--- config.mk ---
export PLATFORM = sky130hd
export DESIGN_NAME = cmt_timer
export DESIGN_NICKNAME = d
export VERILOG_FILES = /design/src/rtl/cmt_pkg.sv /design/src/rtl/cmt_regs.sv /design/src/rtl/cmt_tick_sel.sv /design/src/rtl/cmt_counter.sv /design/src/rtl/cmt_timer.sv
export SDC_FILE = /design/constraint.sdc
export NUM_CORES = 1
export LEC_CHECK = 0
export ABC_CLOCK_PERIOD_IN_PS = 4400
export CORE_MARGIN = 4
export CORE_UTILIZATION = 40
export CTS_BUF_LIST = sky130_fd_sc_hd__clkbuf_4
export CTS_CLUSTER_SIZE = 24
export DETAILED_ROUTE_END_ITERATION = 10
export DONT_BUFFER_PORTS = 1
export GPL_TIMING_DRIVEN = 0
export REMOVE_ABC_BUFFERS = 1
export SYNTH_ARGS = -nofsm -noshare
export SYNTH_HDL_FRONTEND = slang
export SYNTH_SLANG_ARGS = --single-unit
export TNS_END_PERCENT = 10
--- constraint.sdc ---
create_clock -name clk -period 4.4 [get_ports clk]
set_input_delay 0 -clock clk [delete_from_list [all_inputs] [get_ports clk]]
set_output_delay 0 -clock clk [all_outputs]
set_load 0.03 [all_outputs]
--- src/rtl/cmt_pkg.sv ---
package cmt_pkg;
  localparam int DATA_W = 32;

  localparam int OFS_CTRL = 'h00;
  localparam int OFS_PDIV = 'h04;
  localparam int OFS_STAT = 'h08;
  localparam int OFS_MASK = 'h0C;
  localparam int OFS_CMP  = 'h10;
  localparam int OFS_CNT  = 'h24;

  localparam int BIT_RUN   = 0;
  localparam int BIT_WAIT  = 3;
  localparam int SRC_LSB   = 6;
  localparam int BIT_FREE  = 9;
  localparam int BIT_OSCEN = 10;
  localparam int PDIV_LSB  = 12;

  localparam logic [2:0] SRC_BUS = 3'd1;
  localparam logic [2:0] SRC_PER = 3'd2;
  localparam logic [2:0] SRC_OSC = 3'd5;
endpackage

--- src/rtl/cmt_regs.sv ---
module cmt_regs
  import cmt_pkg::*;
#(
  parameter int ADDR_W = 8,
  parameter int CNT_W  = 32,
  parameter int PDIV_W = 4
) (
  input  logic              clk,
  input  logic              rst,
  input  logic              wr_en,
  input  logic              rd_en,
  input  logic [ADDR_W-1:0] addr,
  input  logic [DATA_W-1:0] wdata,
  input  logic [CNT_W-1:0]  cnt_val,
  input  logic              flag_val,
  output logic              run,
  output logic [2:0]        src,
  output logic              osc_en,
  output logic [PDIV_W-1:0] osc_div,
  output logic              mask,
  output logic [CNT_W-1:0]  cmp,
  output logic              stat_clr,
  output logic [DATA_W-1:0] rdata
);
  localparam logic [ADDR_W-1:0] A_CTRL = ADDR_W'(OFS_CTRL);
  localparam logic [ADDR_W-1:0] A_PDIV = ADDR_W'(OFS_PDIV);
  localparam logic [ADDR_W-1:0] A_STAT = ADDR_W'(OFS_STAT);
  localparam logic [ADDR_W-1:0] A_MASK = ADDR_W'(OFS_MASK);
  localparam logic [ADDR_W-1:0] A_CMP  = ADDR_W'(OFS_CMP);
  localparam logic [ADDR_W-1:0] A_CNT  = ADDR_W'(OFS_CNT);

  logic              wait_en;
  logic              free_run;
  logic [DATA_W-1:0] rd_mux;

  assign stat_clr = wr_en && (addr == A_STAT) && wdata[0];

  always_ff @(posedge clk) begin
    if (rst) begin
      run      <= 1'b0;
      wait_en  <= 1'b0;
      src      <= 3'd0;
      free_run <= 1'b0;
      osc_en   <= 1'b0;
      osc_div  <= '0;
      mask     <= 1'b0;
      cmp      <= '0;
    end else if (wr_en) begin
      case (addr)
        A_CTRL: begin
          run      <= wdata[BIT_RUN];
          wait_en  <= wdata[BIT_WAIT];
          src      <= wdata[SRC_LSB +: 3];
          free_run <= wdata[BIT_FREE];
          osc_en   <= wdata[BIT_OSCEN];
        end
        A_PDIV: osc_div <= wdata[PDIV_LSB +: PDIV_W];
        A_MASK: mask    <= wdata[0];
        A_CMP:  cmp     <= wdata[CNT_W-1:0];
        default: ;
      endcase
    end
  end

  always_comb begin
    rd_mux = '0;
    case (addr)
      A_CTRL: begin
        rd_mux[BIT_RUN]        = run;
        rd_mux[BIT_WAIT]       = wait_en;
        rd_mux[SRC_LSB +: 3]   = src;
        rd_mux[BIT_FREE]       = free_run;
        rd_mux[BIT_OSCEN]      = osc_en;
      end
      A_PDIV: rd_mux[PDIV_LSB +: PDIV_W] = osc_div;
      A_STAT: rd_mux[0] = flag_val;
      A_MASK: rd_mux[0] = mask;
      A_CMP:  rd_mux = DATA_W'(cmp);
      A_CNT:  rd_mux = DATA_W'(cnt_val);
      default: rd_mux = '0;
    endcase
  end

  always_ff @(posedge clk) begin
    if (rst)        rdata <= '0;
    else if (rd_en) rdata <= rd_mux;
  end
endmodule

--- src/rtl/cmt_tick_sel.sv ---
module cmt_tick_sel
  import cmt_pkg::*;
#(
  parameter int PDIV_W = 4
) (
  input  logic              clk,
  input  logic              rst,
  input  logic              run,
  input  logic [2:0]        src,
  input  logic              osc_en,
  input  logic [PDIV_W-1:0] osc_div,
  input  logic              bus_tick,
  input  logic              per_tick,
  input  logic              osc_tick,
  output logic              tick
);
  logic [PDIV_W-1:0] dcnt;
  logic              osc_live;
  logic              osc_out;

  assign osc_live = run && osc_en && (src == SRC_OSC);
  assign osc_out  = osc_live && osc_tick && (dcnt >= osc_div);

  always_ff @(posedge clk) begin
    if (rst || !osc_live) dcnt <= '0;
    else if (osc_tick) begin
      if (dcnt >= osc_div) dcnt <= '0;
      else                 dcnt <= dcnt + 1'b1;
    end
  end

  always_comb begin
    tick = 1'b0;
    if (run) begin
      case (src)
        SRC_BUS: tick = bus_tick;
        SRC_PER: tick = per_tick;
        SRC_OSC: tick = osc_out;
        default: tick = 1'b0;
      endcase
    end
  end
endmodule

--- src/rtl/cmt_counter.sv ---
module cmt_counter #(
  parameter int CNT_W = 32
) (
  input  logic             clk,
  input  logic             rst,
  input  logic             run,
  input  logic             tick,
  input  logic [CNT_W-1:0] cmp,
  input  logic             stat_clr,
  output logic [CNT_W-1:0] cnt,
  output logic             flag
);
  logic [CNT_W-1:0] cnt_nxt;
  logic             hit;

  assign cnt_nxt = cnt + 1'b1;
  assign hit     = run && tick && (cnt_nxt == cmp);

  always_ff @(posedge clk) begin
    if (rst || !run) cnt <= '0;
    else if (tick)   cnt <= cnt_nxt;
  end

  always_ff @(posedge clk) begin
    if (rst)           flag <= 1'b0;
    else if (hit)      flag <= 1'b1;
    else if (stat_clr) flag <= 1'b0;
  end
endmodule

--- src/rtl/cmt_timer.sv ---
module cmt_timer
  import cmt_pkg::*;
#(
  parameter int ADDR_W = 8,
  parameter int CNT_W  = 32,
  parameter int PDIV_W = 4
) (
  input  logic              clk,
  input  logic              rst,
  input  logic              wr_en,
  input  logic              rd_en,
  input  logic [ADDR_W-1:0] addr,
  input  logic [31:0]       wdata,
  output logic [31:0]       rdata,
  input  logic              bus_tick,
  input  logic              per_tick,
  input  logic              osc_tick,
  output logic              irq
);
  logic              run;
  logic [2:0]        src;
  logic              osc_en;
  logic [PDIV_W-1:0] osc_div;
  logic              mask;
  logic [CNT_W-1:0]  cmp;
  logic              stat_clr;
  logic              tick;
  logic [CNT_W-1:0]  cnt;
  logic              flag;

  cmt_regs #(.ADDR_W(ADDR_W), .CNT_W(CNT_W), .PDIV_W(PDIV_W)) u_regs (
    .clk(clk), .rst(rst), .wr_en(wr_en), .rd_en(rd_en), .addr(addr),
    .wdata(wdata), .cnt_val(cnt), .flag_val(flag), .run(run), .src(src),
    .osc_en(osc_en), .osc_div(osc_div), .mask(mask), .cmp(cmp),
    .stat_clr(stat_clr), .rdata(rdata)
  );

  cmt_tick_sel #(.PDIV_W(PDIV_W)) u_tick (
    .clk(clk), .rst(rst), .run(run), .src(src), .osc_en(osc_en),
    .osc_div(osc_div), .bus_tick(bus_tick), .per_tick(per_tick),
    .osc_tick(osc_tick), .tick(tick)
  );

  cmt_counter #(.CNT_W(CNT_W)) u_cnt (
    .clk(clk), .rst(rst), .run(run), .tick(tick), .cmp(cmp),
    .stat_clr(stat_clr), .cnt(cnt), .flag(flag)
  );

  always_ff @(posedge clk) begin
    if (rst) irq <= 1'b0;
    else     irq <= flag && mask;
  end
endmodule

# == Yosys cells after proc, flatten, opt, wreduce, memory -nomap -nowiden ==
# Index checks and enable logic that the tools add are counted.
# word_totals
reg_bits,114
inputBits,47
out_inout_bits,33
elab_cells,57
# op_classes
muxes,13
n_reduce_logical,19
addsub,2
magnitude_cmp,1
eq_ne,9
# ops
cell,count
32-bit by 1-bit adder with 32-bit output (second input constant),1
32-bit equality test,1
16-bit case mux with 2 select lines,1
8-bit by 4-bit equality test with 1-bit output (second input constant),2
5-bit case mux with 3 select lines,1
4-bit case mux with 3 select lines,1
1-bit logical AND,9
8-bit by 3-bit equality test with 1-bit output (second input constant),1
8-bit by 5-bit equality test with 1-bit output (second input constant),1
8-bit by 6-bit equality test with 1-bit output (second input constant),1
8-bit logical NOT,1
2-bit case mux with 2 select lines,2
2-bit AND reduction,4
1-bit case mux with 3 select lines,2
1-bit case mux with 5 select lines,1
4-bit by 1-bit adder with 4-bit output (second input constant),1
4-bit greater-or-equal comparator,1
4-bit two-way mux,1
3-bit by 1-bit equality test with 1-bit output (second input constant),1
3-bit by 2-bit equality test with 1-bit output (second input constant),1
3-bit equality test (second input constant),1
1-bit two-way mux,3
1-bit logical NOT,2
1-bit logical OR,2
2 further kinds,2

# == Longest topological paths before layout ==
# Gate-level depths: netlist of the first run.
# depth
depth_word,9
ltp_mapped,10
mapped_depth_nobuf,9

# == Hierarchy ==
# From an unflattened synthesis of the first run, not the netlist that was laid out.
# unflattened
hier_cells,717
hier_area_um2,5944.5
# by_module_without_submodules
mod,area_per_inst_um2,seq_area_each_um2,n_inst,cells_per_inst
cmt_regs,3084.2,1521.5,1,351
cmt_counter,2469.9,660.6,1,321
cmt_tick_sel,361.6,80.1,1,43
cmt_timer,28.8,20.0,1,2

# == Worst setup path before layout of the first run ==
# OpenSTA, ideal clock, no wires.
# synth_path
kind,flip-flop to flip-flop
startpoint,reg u_cnt.cnt[1]
endpoint,reg u_cnt.flag
arrival_ns,2.154
path_slack_ns,2.177
period_less_slack_ns,2.223
stages_incl_launch_ff,10
setup_ns,0.069
n_path_buf,1
required_ns,4.331
path_cell_list,dfxtp_1 -> ha_1 -> nand3_1 -> buf_2 -> nor4_1 -> nand2_1 -> xnor2_1 -> nor4_2 -> nand4_1 -> o21ai_1
# synth_via
elab_chain_cells,4
word_cells_on_any_way,5
cone_classes,add/sub: 1; eq/ne: 1; mux: 1; reduce/logical: 2
# synth_rtl
element,line_no,text
"start, declared",cmt_counter.sv:10,"output logic [CNT_W-1:0] cnt,"
"start signal, assigned",cmt_counter.sv:21,else if (tick) cnt <= cnt_nxt;
32-bit by 1-bit adder with 32-bit output (*),cmt_counter.sv:16,assign cnt_nxt = cnt + 1'b1;
32-bit equality test (*),cmt_counter.sv:17,assign hit = run && tick && (cnt_nxt == cmp);
1-bit logical AND (*),cmt_counter.sv:17,
1-bit two-way mux or 2-bit nonzero test (tied branches),--,
"end signal, assigned",cmt_counter.sv:25,if (rst) flag <= 1'b0;
"end signal, assigned",cmt_counter.sv:26,else if (hit) flag <= 1'b1;
"end signal, assigned",cmt_counter.sv:27,else if (stat_clr) flag <= 1'b0;
"end, declared",cmt_counter.sv:11,output logic flag
# Every way passes the cells marked *; elsewhere a longest branch is shown, timed or not.
# A chain may end at the register's enable or synchronous reset.

# == Worst setup path after layout of the first run ==
# layout_path
startpoint,reg u_cnt.cnt[0]
endpoint,reg u_cnt.flag
# Same word-level chain as after synthesis.

==> impl_results.md, run 1 <==
* Status: completed
* Synth area leader: dfxtp_1
* # resized after CTS at 0
* Via/cell ratio at around 5.9
* Ys flop type: dfxtp_1
* Clk sinks at 114
* Share of the synthesized area in the top cell type at 37.16%
* Met2 wire length at slightly below 9 mm
* 1st-iter DRT viols at just over 500
* Largest net degree at the start of global routing at ~80
* H-tree levels at 4
* CTS max path bufs at 2
* # nets final at about 850
* Critical Path Max Stage Delay at 900 ps
* Cell Rows at between 40 and 50
* Synth unique cells at roughly 70
* RSZ-0062 raised after global routing: false
* Grt ovf at 0
* Root Driver: clkbuf_4
* Hold_ws at 60.39 ps
* Die area at about 0.017 sq mm
* Top cells by area, synth: dfxtp_1 37%, nand2_1 7.0%, a21oi_1 5.9%
* Fin crit share at 79.94%
* Critical Path AT at ~4000 ps
* Initial antenna violation count at 0
* Layout cell share with drive strength beyond 1 at between 6 and 7%
* Final setup fails at 0
* Routed wl met3 at 976 microns
* Total GRT Usage at between 20 and 25%
* Area grow syn2layout at 14.53%
* Die Wd at ~130 microns
* Power Density at between 200 and 300 mW/mm^2
* HP Start: addr[4]
* Final ANT Viol Nets at 0
* # IOs at 80
* Max layer used: met4
* Critical Path Sink Type: flop
* Startpoint types: flop
* Hold Crit Class: input pin to flop
* Total Wirelength at ~19 mm
* Setup CP Type: flop to flop
* CTS buffer count at 17
* First-pass GRT wire length at slightly above 30 mm
* Register area share after synthesis at ~37%
* CTS tree: built
* Cells after Synth at 787
* Post-synth ARST share at 0%
* GPL Wtd Cong at roughly 0.86
* Post-CTS Setup Inserts at 0
* Synth Cell Area at a little over 0.006 sq mm
* Achievable frequency at between 0.2 and 0.3 GHz
* Clock-pin slew on the worst setup and hold paths at about 120 ps
* Vias in the first global route at just under 6000
* Tmin final at ~3500 ps
* Worst R2R Start: u_cnt.cnt[0]
* Vias at approximately 5900
* Initial core utilization at ~41%
* Slew Viols, Final at 0
* Worst-Margin Slew at approximately 1200 ps
* Max VDD drop at 0.0001862 V
* Number of flops mapped to enable cells by yosys at 0
* Hold Buf Count CTS at 59
* Critical Path Source: u_cnt.cnt[0]
* Die Ht at ~130 microns
* Pre-CTS WS at ~930 ps
* Clk_lat worst skew at between 500 and 600 ps
* M1 WL at 8.670 mm
* Worst Skew at between 15 and 20 ps
* Synth Register Bits at approximately 110
* Syn Area/Cell at 7.803 sq um
* Worst slew margin at about 18%
* Drt pass-1 iters at 7
* DP HPWL at between 10 and 15 mm
* Final worst setup slack at just under 900 ps
* Fillers at around 1500
* P_leak at ~2.3 nW
* Warnings from Yosys at 0
* Hold path cells at 4
* Critical Path RT at 4890 ps
* Fin. Hold Viols at 0
* Critical path fanouts, max at 12
* Crit-path cells: ha_1, nand3_1, nor4_1, nand2_1, xnor2_1, nor4_2, nand4_1, o21ai_1
* Number of diodes at 0
* I/O Buffers at 0
* Max-cap viol count at 0
* Routed WL per cell at 18.82 microns
* Slowest CP cell: nor4_1
* Reg2Reg Depth at 8
* Core Region at 0.01515 sq mm
* DRC viols at 0
-- cell usage after synthesis (all sizes together) (4+ instances only) --
library cell  number
nand2            115
dfxtp            114
nor2              88
a21oi             72
clkbuf            45
nor3              41
xnor2             33
nand3             31
xor2              27
buf               24
nand4             24
a221oi            22
inv               15
o21ai             15
nor4              14
a222oi            10
or3                9
or4                7
ha                 6
and3               5
o31ai              5
a31oi              4
and2               4
nand3b             4
o22ai              4
-- metrics by stage --
step	std cells	util [%]	TNS (ps)	area [sq um]	total power, W
after floorplan	718	-	0	5843	0.001116
after global placement	906	40.13	-1222	6078	0.001124
after detailed placement	909	40.66	0	6158	0.001126
after CTS	998	46.42	0	7030	0.001930
after global routing	998	46.44	0	7033	0.001978
final	998	46.44	0	7033	0.001901
-- cells by family after synthesis --
logic type | after synthesis | share of synthesized area (%)
simple gates | 361 | 29.50
compound gates | 160 | 17.44
flops | 114 | 37.16
buf+inv | 84 | 5.766
xor+xnor | 60 | 8.558
fa+ha+maj | 6 | 1.222
mux | 2 | 0.3464
-- flip-flops by register name, summed over array words and instances (netlist names) --
signal and cells:
u_regs.cmp 32, u_regs.src 3, u_tick.dcnt 4, u_regs.free_run 1
u_cnt.cnt 32, u_regs.wait_en 1, u_regs.osc_div 4, u_regs.rdata 32
u_regs.mask 1, u_regs.run 1, u_regs.osc_en 1, irq 1
u_cnt.flag 1
-- per-layer routing --
layer	up-vias	GRT usage, %
met5	-	0
met4	0	7.410
met3	30	5.305
met2	195	35.26
met1	2806	28.19
li1	2830	-
-- final timing paths --
check	endpoint	slack (ps)
setup reg to reg	u_cnt.flag	880
hold / removal	u_regs.rdata[1]	60
hold reg to reg	u_regs.free_run	470
setup / recovery	u_cnt.flag	880
-- cell type report --
cell class / instances / area (sq um) / share of cell area, %
multi-input combinational: 589 / 3521 / 50.06
sequential: 114 / 2282 / 32.45
timing repair buffer: 62 / 684.4 / 9.731
tap: 188 / 235.2 / 3.345
clock buffer: 18 / 135.1 / 1.921
clock inverter: 12 / 118.9 / 1.690
inverter: 15 / 56.30 / 0.8006
-- layout by cell type (no fill, tap or decap), types with 4 or more instances in the layout --
master         instances
dfxtp_1              114
nand2_1              115
nor4_1                12
a222oi_1              10
clkbuf_4              18
nand3b_1               4
and2_1                 4
o22ai_1                4
nor3_1                38
clkinv_2               5
or3_1                  9
nand3_1               30
a31oi_1                4
inv_1                 15
o31ai_1                5
a21oi_1               72
a221oi_1              22
xor2_1                27
clkinvlp_4             4
xnor2_1               33
nor2_1                87
nand4_1               21
and3_1                 5
dlygate4sd3_1         57
ha_1                   6
or4_1                  4
o21ai_0               13
-- worst max-delay path, delay by kind of cell (launching register included) --
family | cells | cell delay, ps
simple gates | 5 | 2140
flops | 1 | 560
fa+ha+maj | 1 | 350
xor+xnor | 1 | 230
compound gates | 1 | 180
-- where the power goes --
group | leakage (nW) | switching, W | internal [W]
logic | 1.21 | 0.0000471 | 0.0000440
registers | 0.922 | 0.0000257 | 0.00104
clock network | 0.133 | 0.000415 | 0.000328
total | 2.26 | 0.000488 | 0.00141
No activity file was read; power rests on OpenSTA's default activity.
==> run 2: changes to the inputs <==
--- a/config.mk
+++ b/config.mk
@@ -5,7 +5,7 @@
 export SDC_FILE = /design/constraint.sdc
 export NUM_CORES = 1
 export LEC_CHECK = 0
-export ABC_CLOCK_PERIOD_IN_PS = 4400
+export ABC_CLOCK_PERIOD_IN_PS = 3600
 export CORE_MARGIN = 4
 export CORE_UTILIZATION = 40
 export CTS_BUF_LIST = sky130_fd_sc_hd__clkbuf_4
==> constraint.sdc (replaced) <==
create_clock -name clk -period 3.6 [get_ports clk]
set_input_delay 0 -clock clk [delete_from_list [all_inputs] [get_ports clk]]
set_output_delay 0 -clock clk [all_outputs]
set_load 0.03 [all_outputs]
==> run 2 against run 1 <==
Largest power group unchanged. Critical endpoint unchanged. Critical path depth did not move. Clock power rose by 22%. First-iteration DRC count rose by 15%. Sequential share of layout area barely moved. Critical path type unchanged. Maximum frequency rose by 9.8%. Flip-flop and latch count did not move. Hold slack barely moved.
==> impl_results.md, run 2 (same netlist as run 1, synthesis figures left out) <==
* Final setup fails at 0
* CTS max path bufs at 2
* Layout cell share with drive strength beyond 1 at between 6 and 7%
* Initial core utilization at slightly above 40%
* Most frequent cells in the layout: 115 x nand2_1, 114 x dfxtp_1, 87 x nor2_1
* Total GRT Usage at a little over a fifth
* RSZ-0062 raised after global routing: false
* # nets final at roughly 850
* Clock-pin slew on the worst setup and hold paths at roughly 120 ps
* Sw Pwr at about 0.00060 W
* Fin. Hold Viols at 0
* Final ANT Viol Nets at 0
* Clock Power Share at between 30% and 40%
* Hold Crit Class: input pin to flop
* Number of diodes at 0
* Vias at between 5000 and 6000
* Max VDD drop at 0.0002275 V
* Worst-Margin Slew at roughly 1200 ps
* Drt pass-1 iters at 6
* GPL Wtd Cong at between 0.8 and 0.9
* Achievable frequency at around 0.31 GHz
* Max-cap viol count at 0
* Cell Rows at 45
* H-tree levels at 4
* P_leak at between 2 and 2.5 nW
* Regs by FF count: u_cnt.cnt x32, u_regs.cmp x32, u_regs.rdata x32
* Worst slew margin at 17.48%
* Combinational Power Share at under 10%
* Power Density at ~330 mW/mm^2
* DP HPWL at about 13 mm
* Critical Path RT at between 4000 and 5000 ps
* Fin crit share at 89.00%
* Tmin final at 3204 ps
* Slew Viols, Final at 0
* # IOs at 80
* Most common library cell in the layout ignoring fill and taps: nand2_1
* Core Region at ~0.015 sq mm
* CTS tree: built
* Status: completed
* Routed WL per cell at between 15 and 20 microns
* Root Driver: clkbuf_4
* Startpoint types: flop
* Fin area at ~0.007 sq mm
* Sw Share at about a quarter
* Largest net degree at the start of global routing at slightly above 80
* Critical Path AT at roughly 3700 ps
* Clk sinks at approximately 110
* Int Pwr at approximately 0.0017 W
* Die area at between 0.015 and 0.02 sq mm
* Critical Path Sink Type: flop
* Grt ovf at 0
* Power after layout at between 0.002 and 0.0025 W
* End-of-flow core utilization at about 46%
* Setup CP Type: flop to flop
* Initial antenna violation count at 0
* Total Wirelength at ~19 mm
* CTS buffer count at 17
* Register-to-Register Setup Slack at about 400 ps
* Die Ht at 131.9 microns
* Vias in the first global route at about 5900
* Die Wd at around 130 microns
* First-pass GRT wire length at about 31 mm
* Area grow syn2layout at 14.63%
* Flop pwr share at between 50 and 60%
* Post-DP Area at 0.006158 sq mm
* Post-CTS Setup Inserts at 0
* Worst Skew at ~20 ps
* 1st-iter DRT viols at between 500 and 600
* Clk_lat worst skew at roughly 550 ps
* Critical path fanouts, max at 12
* I/O Buffers at 0
* Via/cell ratio at between 5 and 6
* DRC viols at 0
==> run 2: cell types whose count changed in the layout (fill, tap and decap cells not counted) <==
cell    before  now
nor4_1      12   11
nor4_2       1    2
==> run 2: final cells by class <==
cell class                      instances  area (sq um)
Sequential cell                       114          2282
Multi-Input combinational cell        589          3527
Fill cell                            1473          8107
Tap cell                              188         235.2
Inverter                               15         56.30
Clock buffer                           18         135.1
Timing Repair Buffer                   62         684.4
Clock inverter                         12         118.9
==> run 2: final timing paths <==
kind                                       from         endpoint  depth (start not counted)
worst min register to register  u_regs.free_run  u_regs.free_run                          2
worst max register to register     u_cnt.cnt[0]       u_cnt.flag                          8
worst max-delay path               u_cnt.cnt[0]       u_cnt.flag                          8
worst min-delay path                    addr[4]  u_regs.rdata[1]                          4
==> run 2: worst max-delay path, cell delays in order (launching register included) <==
cell and delay (ps):
dfxtp_1 570, ha_1 350, nand3_1 390, nor3_2 580
a2111o_1 230, o2111ai_1 200, nor4_2 430, nand4_1 230
o21ai_1 180
==> run 2: power by group through the flow <==
| stage | clock (W) | sequential (W) | combinational (W) |
|---|---|---|---|
| 6_report | 0.000910 | 0.00130 | 0.000111 |
| 2_1_floorplan | 0 | 0.00133 | 0.0000322 |
| 3_3_place_gp | 0 | 0.00133 | 0.0000399 |
| 3_5_place_dp | 0 | 0.00133 | 0.0000426 |
| 4_1_cts | 0.000943 | 0.00130 | 0.000111 |
| 5_1_grt | 0.000988 | 0.00131 | 0.000122 |
==> run 2: repair_timing <==
action | 4_1_cts | 5_1_grt
hold buffers | 59 | 0
hold endpoints to repair | 82 | 0
gates resized for setup | 0 | 1
setup endpoints to repair | 0 | 1
==> run 2: metrics by stage <==
stage	cells	setup TNS, ps	setup slack, ps	hold WS (ps)
3_5_place_dp	909	0	125.6	89.81
2_1_floorplan	718	0	682.0	69.07
3_3_place_gp	906	-26820	-863.6	79.65
4_1_cts	998	0	86.55	7.392
5_1_grt	998	0	200.2	47.71
6_report	998	0	395.9	60.42
==> run 2: per-layer routing <==
metal  track usage, %  vias to the layer above  routed length [microns]
met5                0                        -                        0
li1                 -                     2835                        -
met2            35.26                      210                     8805
met3            5.305                       25                     1070
met1            28.19                     2778                     8608
met4            7.410                        0                      329
==> run 3: changes to the inputs <==
--- a/config.mk
+++ b/config.mk
@@ -13,6 +13,7 @@
 export DETAILED_ROUTE_END_ITERATION = 10
 export DONT_BUFFER_PORTS = 1
 export GPL_TIMING_DRIVEN = 0
+export PLACE_DENSITY = 0.59
 export REMOVE_ABC_BUFFERS = 1
 export SYNTH_ARGS = -nofsm -noshare
 export SYNTH_HDL_FRONTEND = slang
==> run 3 against run 2 <==
Final area decreased by 2.2%. Non-clock buffer count decreased by 9. Die area unchanged. Core utilization decreased by 1.0 points. Highest routed layer unchanged. Sequential share of layout area increased by 0.74 points. Largest cell class unchanged. Hold slack improved by 19 ps. Critical endpoint unchanged.
==> impl_results.md, run 3 (same netlist as run 1, synthesis figures left out) <==
* Total GRT Usage at 21.12%
* # nets final at approximately 840
* Max-cap viol count at 0
* Critical path fanouts, max at 12
* 1st-iter DRT viols at 448
* Power Density at 313.7 mW/mm^2
* Hold Crit Class: input pin to flop
* Fin crit share at 93.98%
* Setup CP Type: flop to flop
* I/O Buffers at 0
* First-pass GRT wire length at 29.77 mm
* Drt pass-1 iters at 6
* Cell Rows at between 40 and 50
* Register-to-Register Setup Slack at 220 ps
* CTS buffer count at 17
* Sw Pwr at roughly 0.00056 W
* Fin cells at 990
* Via/cell ratio at roughly 5.9
* DRC viols at 0
* Worst Skew at around 17 ps
* Final setup TNS at 0 ps
* Largest net degree at the start of global routing at 80
* H-tree levels at 4
* HP Start: addr[2]
* Most frequent cells in the layout: 115 x nand2_1, 114 x dfxtp_1, 87 x nor2_1
* Clk_lat worst skew at 550 ps
* Most common library cell in the layout ignoring fill and taps: nand2_1
* Max VDD drop at between 0.0002 and 0.00025 V
* Clk sinks at between 100 and 150
* Post-DP Area at about 0.006 sq mm
* Worst R2R Start: u_cnt.cnt[0]
* Worst-Margin Slew at ~1300 ps
* GPL Wtd Cong at 0.8848
* Final ANT Viol Nets at 0
* Area grow syn2layout at 12.08%
* Placed cell count at ~910
* Worst slew margin at between 10% and 20%
* Combinational Power Share at under 10%
* Initial core utilization at between 40% and 50%
* Achievable frequency at 0.2956 GHz
* DP HPWL at 12.41 mm
* Clock Power Share at approximately 34%
* Slew Viols, Final at 0
* Critical Path AT at slightly below 4000 ps
* Sw Share at a little over a quarter
* Fin area at between 0.006 and 0.007 sq mm
* Reg2Reg Depth at 8
* Routed WL per cell at approximately 19 microns
* Flop pwr share at approximately 60%
* Die area at approximately 0.017 sq mm
* Root Driver: clkbuf_4
* R2R Path End: u_cnt.flag
* Hold path cells at 4
* Hold path endpoint: u_regs.rdata[0]
* Core Region at 0.01515 sq mm
* Layout cell share with drive strength beyond 1 at 6.359%
* CTS max path bufs at 2
* # IOs at 80
* RSZ-0062 raised after global routing: false
* Int Pwr at 0.001596 W
* Die Wd at approximately 130 microns
* Regs by FF count: u_cnt.cnt x32, u_regs.cmp x32, u_regs.rdata x32
* Total Wirelength at ~18 mm
* Final setup fails at 0
* Grt ovf at 0
* Initial antenna violation count at 0
* Vias at around 5800
* Die Ht at between 100 and 150 microns
* Critical Path Sink Type: flop
* Tmin final at 3383 ps
* Startpoint types: flop
* Fin. Hold Viols at 0
* Number of diodes at 0
* End-of-flow core utilization at between 40% and 50%
* Clock-pin slew on the worst setup and hold paths at 90 ps
* Status: completed
* Hold_ws at around 79 ps
* Vias in the first global route at between 5000 and 6000
* Critical Path RT at ~4100 ps
* Post-CTS Setup Inserts at 0
* CTS tree: built
* P_leak at 2.203 nW
[run 3: changes by cell type in the layout (fill, tap and decap cells not counted)]
cell | before | now
buf_8 | 0 | 2
nand2b_1 | 1 | 2
clkbuf_4 | 18 | 20
clkinv_1 | 1 | 6
buf_16 | 3 | 2
dlygate4sd3_1 | 57 | 47
bufinv_16 | 2 | 0
nand2b_2 | 1 | 0
clkinvlp_4 | 4 | 0
[run 3: critical path: stages (launching register included)]
cell and delay, ps:
dfxtp_1 570, ha_1 360, nand3_1 400, or4_1 810, nor4_1 300, o22ai_1 140, nor4_1 300, nand4_1 250
o21ai_1 190
[run 3: layout make-up]
class | instances | area (sq um)
clock buffer | 20 | 150.1
clock inverter | 11 | 47.55
fill | 1549 | 8263
inverter | 15 | 56.30
multi-input combinational | 589 | 3525
sequential | 114 | 2282
tap | 188 | 235.2
timing repair buffer | 53 | 586.8
[run 3: through the flow]
step,setup WS [ps],power (W)
floorplan,682.0,0.001364
global placement,-961.3,0.001374
detailed placement,301.1,0.001376
CTS,253.4,0.002189
global route,14.96,0.002253
finish,216.7,0.002159
[run 3: power groups by stage]
stage	Combinational, W	Clock [W]	Sequential (W)
floorplan	0.0000322	0	0.00133
global placement	0.0000400	0	0.00133
detailed placement	0.0000422	0	0.00133
CTS	0.000112	0.000772	0.00130
global route	0.000122	0.000825	0.00131
finish	0.000111	0.000744	0.00130
[run 3: worst max-delay path by stage]
stage	start	end	slack (ps)	cells past startpoint
2_1_floorplan	addr[1]	u_regs.cmp[0]	680	5
3_3_place_gp	addr[1]	u_regs.cmp[1]	-960	5
3_5_place_dp	u_cnt.cnt[0]	u_cnt.flag	300	8
4_1_cts	u_cnt.cnt[0]	u_cnt.flag	250	8
5_1_grt	u_cnt.cnt[0]	u_cnt.flag	10	8
6_report	u_cnt.cnt[0]	u_cnt.flag	220	8
[run 3: routing by layer]
layer	GRT usage (%)	vias to the layer above	share of wire, %
met4	7.760	0	1.7
met2	33.49	168	46
met5	0	-	0
li1	-	2833	-
met3	4.771	26	5.6
met1	28.16	2800	46
[run 3: repair_timing]
item                                    in CTS  in global routing
hold buffers                                49                  0
endpoints found under the setup margin       0                  1
resized for setup                            0                  1
endpoints found under the hold margin       82                  0
